## src/rtl/fmov_pred_pkg.sv

```systemverilog
package fmov_pred_pkg;

  typedef enum logic [1:0] {
    FAM_FCC  = 2'd0,
    FAM_ICC  = 2'd1,
    FAM_RZ   = 2'd2,
    FAM_NONE = 2'd3
  } pred_family_e;

  localparam int unsigned INSN_W      = 32;
  localparam int unsigned CC_NIB_W    = 4;
  localparam int unsigned FCC_FIELDS  = 4;
  localparam int unsigned FCC_W       = 2;
  localparam int unsigned FCC0_LSB    = 10;
  localparam int unsigned FCCX_BASE   = 30;
  localparam int unsigned TEST_LSB    = 14;
  localparam int unsigned TEST_W      = 3;
  localparam int unsigned INV_BIT     = 17;
  localparam int unsigned FSEL_LSB    = 11;
  localparam int unsigned ISEL_BIT    = 12;
  localparam int unsigned RZ_TEST_LSB = 10;
  localparam int unsigned RZ_INV_BIT  = 12;

  localparam logic [INSN_W-1:0] MOVE_KEEP_MASK = 32'h3E00_001F;
  localparam logic [INSN_W-1:0] MOVE_FIXED     = 32'h81A0_0060;

endpackage

```

## src/rtl/fcc_pred.sv

```systemverilog
module fcc_pred
  import fmov_pred_pkg::*;
#(
  parameter int unsigned STAT_W = 64
) (
  input  logic [1:0]        field_sel_i,
  input  logic [TEST_W-1:0] test_i,
  input  logic              inv_i,
  input  logic [STAT_W-1:0] stat_i,
  output logic              hit_o
);

  logic [FCC_W-1:0] field [FCC_FIELDS];
  logic [FCC_W-1:0] code;
  logic             raw;
  logic             unused_stat;

  assign field[0] = stat_i[FCC0_LSB +: FCC_W];

  genvar g;
  generate
    for (g = 1; g < FCC_FIELDS; g++) begin : g_fld
      assign field[g] = stat_i[FCCX_BASE + FCC_W*g +: FCC_W];
    end
  endgenerate

  assign unused_stat = ^stat_i;
  assign code        = field[field_sel_i];

  always_comb begin
    unique case (test_i)
      3'd0:    raw = 1'b0;
      3'd1:    raw = (code != 2'd0);
      3'd2:    raw = (code == 2'd1) || (code == 2'd2);
      3'd3:    raw = code[0];
      3'd4:    raw = (code == 2'd1);
      3'd5:    raw = code[1];
      3'd6:    raw = (code == 2'd2);
      default: raw = (code == 2'd3);
    endcase
  end

  assign hit_o = raw ^ inv_i;

endmodule

```

## src/rtl/icc_pred.sv

```systemverilog
module icc_pred
  import fmov_pred_pkg::*;
(
  input  logic                  wide_sel_i,
  input  logic [TEST_W-1:0]     test_i,
  input  logic                  inv_i,
  input  logic [2*CC_NIB_W-1:0] ccr_i,
  output logic                  hit_o
);

  logic [CC_NIB_W-1:0] nib;
  logic                f_n, f_z, f_v, f_c, lt;
  logic                raw;

  assign nib = wide_sel_i ? ccr_i[CC_NIB_W +: CC_NIB_W] : ccr_i[0 +: CC_NIB_W];
  assign f_n = nib[3];
  assign f_z = nib[2];
  assign f_v = nib[1];
  assign f_c = nib[0];
  assign lt  = f_n ^ f_v;

  always_comb begin
    unique case (test_i)
      3'd0:    raw = 1'b0;
      3'd1:    raw = f_z;
      3'd2:    raw = f_z | lt;
      3'd3:    raw = lt;
      3'd4:    raw = f_c | f_z;
      3'd5:    raw = f_c;
      3'd6:    raw = f_n;
      default: raw = f_v;
    endcase
  end

  assign hit_o = raw ^ inv_i;

endmodule

```

## src/rtl/rz_pred.sv

```systemverilog
module rz_pred #(
  parameter int unsigned DATA_W = 64
) (
  input  logic [1:0]        test_i,
  input  logic              inv_i,
  input  logic [DATA_W-1:0] val_i,
  output logic              hit_o
);

  logic is_zero, is_neg, raw;

  assign is_zero = (val_i == '0);
  assign is_neg  = val_i[DATA_W-1];

  always_comb begin
    unique case (test_i)
      2'd0:    raw = 1'b0;
      2'd1:    raw = is_zero;
      2'd2:    raw = is_zero | is_neg;
      default: raw = is_neg;
    endcase
  end

  assign hit_o = raw ^ inv_i;

endmodule

```

## src/rtl/fmov_pred_eval.sv

```systemverilog
module fmov_pred_eval
  import fmov_pred_pkg::*;
#(
  parameter int unsigned STAT_W = 64,
  parameter int unsigned DATA_W = 64
) (
  input  logic              clk,
  input  logic              rst_n,
  input  logic              req_i,
  input  logic [1:0]        family_i,
  input  logic [31:0]       insn_i,
  input  logic [STAT_W-1:0] fsr_i,
  input  logic [7:0]        ccr_i,
  input  logic [DATA_W-1:0] reg_val_i,
  output logic              valid_o,
  output logic              take_o,
  output logic              skip_o,
  output logic [31:0]       move_insn_o
);

  // reset synchroniser: assert async, release on clock
  logic [1:0] rst_pipe;
  logic       rst_sync_n;

  always_ff @(posedge clk or negedge rst_n) begin
    if (!rst_n) rst_pipe <= 2'b00;
    else        rst_pipe <= {rst_pipe[0], 1'b1};
  end
  assign rst_sync_n = rst_pipe[1];

  // predicate units
  logic fcc_hit, icc_hit, rz_hit;

  fcc_pred #(.STAT_W(STAT_W)) u_fcc (
    .field_sel_i (insn_i[FSEL_LSB +: 2]),
    .test_i      (insn_i[TEST_LSB +: TEST_W]),
    .inv_i       (insn_i[INV_BIT]),
    .stat_i      (fsr_i),
    .hit_o       (fcc_hit)
  );

  icc_pred u_icc (
    .wide_sel_i (insn_i[ISEL_BIT]),
    .test_i     (insn_i[TEST_LSB +: TEST_W]),
    .inv_i      (insn_i[INV_BIT]),
    .ccr_i      (ccr_i),
    .hit_o      (icc_hit)
  );

  rz_pred #(.DATA_W(DATA_W)) u_rz (
    .test_i (insn_i[RZ_TEST_LSB +: 2]),
    .inv_i  (insn_i[RZ_INV_BIT]),
    .val_i  (reg_val_i),
    .hit_o  (rz_hit)
  );

  // next-state
  pred_family_e fam;
  logic         take_d, valid_d, take_q, valid_q;
  logic [31:0]  insn_d, insn_q;
  logic         unused_insn;

  assign fam         = pred_family_e'(family_i);
  assign unused_insn = ^insn_i;

  always_comb begin
    unique case (fam)
      FAM_FCC: take_d = fcc_hit;
      FAM_ICC: take_d = icc_hit;
      FAM_RZ:  take_d = rz_hit;
      default: take_d = 1'b0;
    endcase
    valid_d = req_i;
    insn_d  = (insn_i & MOVE_KEEP_MASK) | MOVE_FIXED;
  end

  // registers
  always_ff @(posedge clk or negedge rst_sync_n) begin
    if (!rst_sync_n) begin
      valid_q <= 1'b0;
      take_q  <= 1'b0;
      insn_q  <= '0;
    end else begin
      valid_q <= valid_d;
      if (req_i) begin
        take_q <= take_d;
        insn_q <= insn_d;
      end
    end
  end

  assign valid_o     = valid_q;
  assign take_o      = take_q;
  assign skip_o      = valid_q & ~take_q;
  assign move_insn_o = insn_q;

endmodule

```

## config.mk

```make
export PLATFORM = sky130hd
export DESIGN_NAME = fmov_pred_eval
export DESIGN_NICKNAME = d
export VERILOG_FILES = /design/src/rtl/fmov_pred_pkg.sv /design/src/rtl/fcc_pred.sv /design/src/rtl/icc_pred.sv /design/src/rtl/rz_pred.sv /design/src/rtl/fmov_pred_eval.sv
export SDC_FILE = /design/constraint.sdc
export NUM_CORES = 1
export LEC_CHECK = 0
export BUFFER_PORTS_ARGS = -buffer_cell sky130_fd_sc_hd__buf_4
export CAP_MARGIN = 20
export CORE_AREA = 2 2 80 82
export CTS_CLUSTER_DIAMETER = 200
export DETAILED_ROUTE_END_ITERATION = 7
export DIE_AREA = 0 0 82 84
export PLACE_DENSITY_LB_ADDON = 0.12
export SETUP_SLACK_MARGIN = 0.5
export SLEW_MARGIN = 0
export SYNTH_ARGS = -nofsm -noshare
export SYNTH_HDL_FRONTEND = slang
export SYNTH_HIERARCHICAL = 1
export SYNTH_SLANG_ARGS = --single-unit
```

## constraint.sdc

```tcl
create_clock -name clk -period 1.4 [get_ports clk]
set_input_delay 0.21 -clock clk [delete_from_list [all_inputs] [get_ports clk]]
set_output_delay 0.21 -clock clk [all_outputs]
set_load 0.02 [all_outputs]
```

==> metrics.txt <==
# TYPE chip_impl_metric gauge
chip_impl_info{name="synthDominantAreaCellType",value="sky130_fd_sc_hd__dfrtp_1"} 1
chip_impl_metric{name="cts-buffers-inserted",unit=""} 3
chip_impl_metric{name="syn-mean-instance-area",unit="um^2"} 10.5
chip_impl_metric{name="setup_viol_count_final",unit=""} 1
chip_impl_metric{name="ys_seq_area_share",unit="%"} 29.2
chip_impl_metric{name="tightestPinTransition",unit="ns"} 0.544
chip_impl_metric{name="finalNetCount",unit=""} 429
chip_impl_info{name="clock_tree_root_driver_cell",value="sky130_fd_sc_hd__clkbuf_8"} 1
chip_impl_metric{name="period_needed",unit="ns"} 1.78
chip_impl_info{name="rsz0062_at_grt",value="true"} 1
chip_impl_info{name="ys_top_cells_by_area",value="sky130_fd_sc_hd__dfrtp_1, sky130_fd_sc_hd__buf_4, sky130_fd_sc_hd__mux2_4"} 1
chip_impl_metric{name="routed-via-count",unit=""} 1338
chip_impl_metric{name="floorplan.io_pins",unit=""} 208
chip_impl_metric{name="cts_num_sinks",unit=""} 15
chip_impl_metric{name="yosysWarningCount",unit=""} 6
chip_impl_metric{name="place_congestion",unit=""} 0.672
chip_impl_info{name="result_of_the_run",value="finished with violations"} 1
chip_impl_metric{name="worst_ep_required_time",unit="ns"} 1.52
chip_impl_metric{name="hold_viol",unit=""} 0
chip_impl_info{name="crit_start",value="insn_i[11]"} 1
chip_impl_info{name="final_cell_mix",value="sky130_fd_sc_hd__buf_4, sky130_fd_sc_hd__buf_6, sky130_fd_sc_hd__conb_1, sky130_fd_sc_hd__dfrtp_1, sky130_fd_sc_hd__nor4_1"} 1
chip_impl_info{name="timing.setup.critical_path_class",value="input pin to flip-flop"} 1
chip_impl_metric{name="die-width",unit="um"} 82
chip_impl_metric{name="ff2ff_setup_slack",unit="ns"} 0.50
chip_impl_metric{name="cap_violations",unit=""} 0
chip_impl_metric{name="synth_top_area_share",unit="%"} 29.2
chip_impl_metric{name="clkSlewWorstSetupHoldPaths",unit="ns"} 0.06
chip_impl_metric{name="placeableCoreArea",unit="um^2"} 6100
chip_impl_metric{name="dr.pass1.iters",unit=""} 4
chip_impl_info{name="cp_max_stage_cell",value="sky130_fd_sc_hd__mux4_2"} 1
chip_impl_metric{name="synthCells",unit=""} 122
chip_impl_metric{name="drc",unit=""} 0
chip_impl_metric{name="antenna_cells",unit=""} 0
chip_impl_metric{name="clk_path_buf_depth",unit=""} 2
chip_impl_info{name="reg2reg_from",value="move_insn_o[0]"} 1
chip_impl_metric{name="power_per_cell_area",unit="nW/um^2"} 629
chip_impl_metric{name="initial_utilization",unit="%"} 21.1
chip_impl_metric{name="grt_antenna_before_repair",unit=""} 0
chip_impl_metric{name="cts.htree.levels",unit=""} 1
chip_impl_metric{name="finalNonFillerCells",unit=""} 328
chip_impl_metric{name="overflow",unit=""} 0
chip_impl_info{name="tritoncts",value="yes"} 1
chip_impl_metric{name="grt_first_pass_wirelength",unit="um"} 6070
chip_impl_metric{name="crit_fanout",unit=""} 4
chip_impl_info{name="crit_path_start_kind",value="input pin"} 1
chip_impl_metric{name="grt_start_max_net_pins",unit=""} 16
chip_impl_metric{name="setup_total_negative_slack",unit="ns"} -0.383
chip_impl_metric{name="die_area",unit="um^2"} 6890
chip_impl_metric{name="slew_violations",unit=""} 0
chip_impl_metric{name="antenna_violating_nets_post_route",unit=""} 0
chip_impl_metric{name="crit_path_max_incr_delay",unit="ns"} 0.56
chip_impl_metric{name="hpwl",unit="um"} 3610
chip_impl_metric{name="areaGrowthSynthToFinish",unit="%"} 87.4
chip_impl_metric{name="vdd_ir_drop_max",unit="V"} 0.000569
chip_impl_metric{name="vias_per_cell",unit=""} 4.08
chip_impl_info{name="crit_path_cell_trace",value="buf_4 -> mux4_2 -> inv_2 -> ha_1 -> nor2_1 -> a211oi_2 -> o32ai_2 -> xor2_1 -> mux2i_1 -> o221ai_2"} 1
chip_impl_metric{name="clock_skew",unit="ns"} 0.00225
chip_impl_metric{name="routed_wirelength",unit="um"} 4110
chip_impl_metric{name="dr_wl_cell",unit="um"} 12.5
chip_impl_metric{name="drt_first_iter_violations",unit=""} 19
chip_impl_metric{name="clkLatencyLatePin",unit="ns"} 0.24
chip_impl_metric{name="mappedNetlistArea",unit="um^2"} 1280
chip_impl_metric{name="placementRows",unit=""} 29
chip_impl_info{name="timing.hold.worst.class",value="input pin to flip-flop"} 1
chip_impl_metric{name="global_route.usage.total",unit="%"} 11.2
chip_impl_info{name="end_kind",value="flip-flop"} 1
chip_impl_metric{name="first_global_vias",unit=""} 1292
chip_impl_metric{name="fin_crit_sh",unit="%"} 127
chip_impl_metric{name="crit_arrival",unit="ns"} 1.91
chip_impl_metric{name="port-buffer-count",unit=""} 120
chip_impl_metric{name="placed_cell_area",unit="um^2"} 2230
chip_impl_metric{name="final_util",unit="%"} 39.5
chip_impl_info{name="failed_checks",value="setup timing"} 1
chip_impl_metric{name="yosys_register_bits",unit=""} 15
chip_impl_metric{name="total_leakage_power",unit="nW"} 1.18
chip_impl_info{name="hold_wc_startpoint",value="insn_i[29]"} 1
chip_impl_metric{name="worst_slew_margin_rel",unit="%"} 63.8
chip_impl_metric{name="max_freq",unit="MHz"} 561
chip_impl_metric{name="final_area",unit="um^2"} 2410
chip_impl_metric{name="setup_slack",unit="ns"} -0.383
chip_impl_info{name="final_common_cell",value="sky130_fd_sc_hd__buf_4"} 1
chip_impl_metric{name="placed_cells",unit=""} 318
chip_impl_metric{name="yosys.cell_types.count",unit=""} 38
chip_impl_metric{name="final_layout_size_suffix_gt1_share",unit="%"} 63.3
chip_impl_metric{name="die_h",unit="um"} 84
-- synthesized netlist by cell type (all sizes together) --
cell type and number:
a211oi 1, a21bo 1, a21oi 2, a22oi 1
a31oi 1, and3 1, buf 22, clkbuf 1
conb 2, dfrtp 15, ha 4, inv 4
mux2 11, mux2i 5, mux4 2, nand2 3
nand2b 3, nand3 1, nand3b 3, nand4 3
nand4b 1, nor2 2, nor2b 1, nor3 1
nor4 17, o21ai 2, o221ai 1, o311ai 1
o32ai 1, or2 1, or2b 1, xnor2 3
xor2 4
-- final timing paths --
check / endpoint / cells after the start
setup / recovery: take_o / 10
hold / removal: move_insn_o[29] / 2
setup reg to reg: move_insn_o[0] / 2
hold reg to reg: take_o / 0
max in group asynchronous: move_insn_o[24] / 0
min in group asynchronous: take_o / 0
-- logic make-up (layout without fill, tap and decap cells) --
logic type	Yosys count	after routing	synth area share, %
adders and majority gates	4	4	3.90
muxes	18	18	19.1
xor gates and xnor gates	7	7	4.78
DFF	15	15	29.2
and+or+nand+nor	38	38	19.9
other	2	17	0.585
AOI/OAI and AO/OA	11	11	7.80
buffers and inverters	27	141	14.7
-- sequential cells by signal (all words and copies together), names as in the netlist --
signal / count
valid_o: 1
move_insn_o: 11
rst_pipe: 2
take_o: 1
-- where the power goes --
group	switching [mW]	internal, mW
registers	0.0385	0.472
clock network	0.144	0.201
logic	0.255	0.402
-- layout make-up --
class,count,area (um^2)
well taps,77,96.3
inverters,4,15.0
flip-flops and latches,15,377
clock buffers,4,45.0
fillers,636,3690
multi-input cells,95,790
repair buffers,133,1080
-- stage by stage --
stage | hold WS (ns) | worst slack [ns] | total power, mW
floorplan | -0.0856 | -0.458 | 0.806
global placement | -0.00471 | -0.634 | 1.12
detailed placement | -0.00456 | -0.669 | 1.12
CTS | 0.183 | -0.383 | 1.52
global route | 0.180 | -0.483 | 1.60
finish | 0.183 | -0.383 | 1.51
-- timing repair --
| item | in CTS | in global routing |
|---|---|---|
| setup buffers | 4 | 1 |
| pin swaps | 2 | 1 |
| hold buffers | 1 | 0 |
| gates cloned | 0 | 0 |
| endpoints found under the setup margin | 20 | 24 |
| hold endpoints to repair | 2 | 0 |
| resized for setup | 19 | 3 |
-- worst max-delay path: cells and delay by family --
family,cells,cell delay [ns]
XOR/XNOR,1,0.16
AND/OR/NAND/NOR,1,0.05
buffers and inverters,2,0.19
adder cells (fa/ha/maj),1,0.17
AO/OA/AOI/OAI,3,0.39
multiplexers,2,0.72
-- metal layers --
layer  part of all wire, %  up-vias  wire length (um)  track usage [%]
li1                      -      671                 -                -
met1                    41      613              1700             15.5
met2                    52       54              2150             18.6
met3                   6.3        0               258             1.62
met4                     0        0                 0             1.36
met5                     0        -                 0                0
Note: power is estimated with default switching activity, not from simulation.
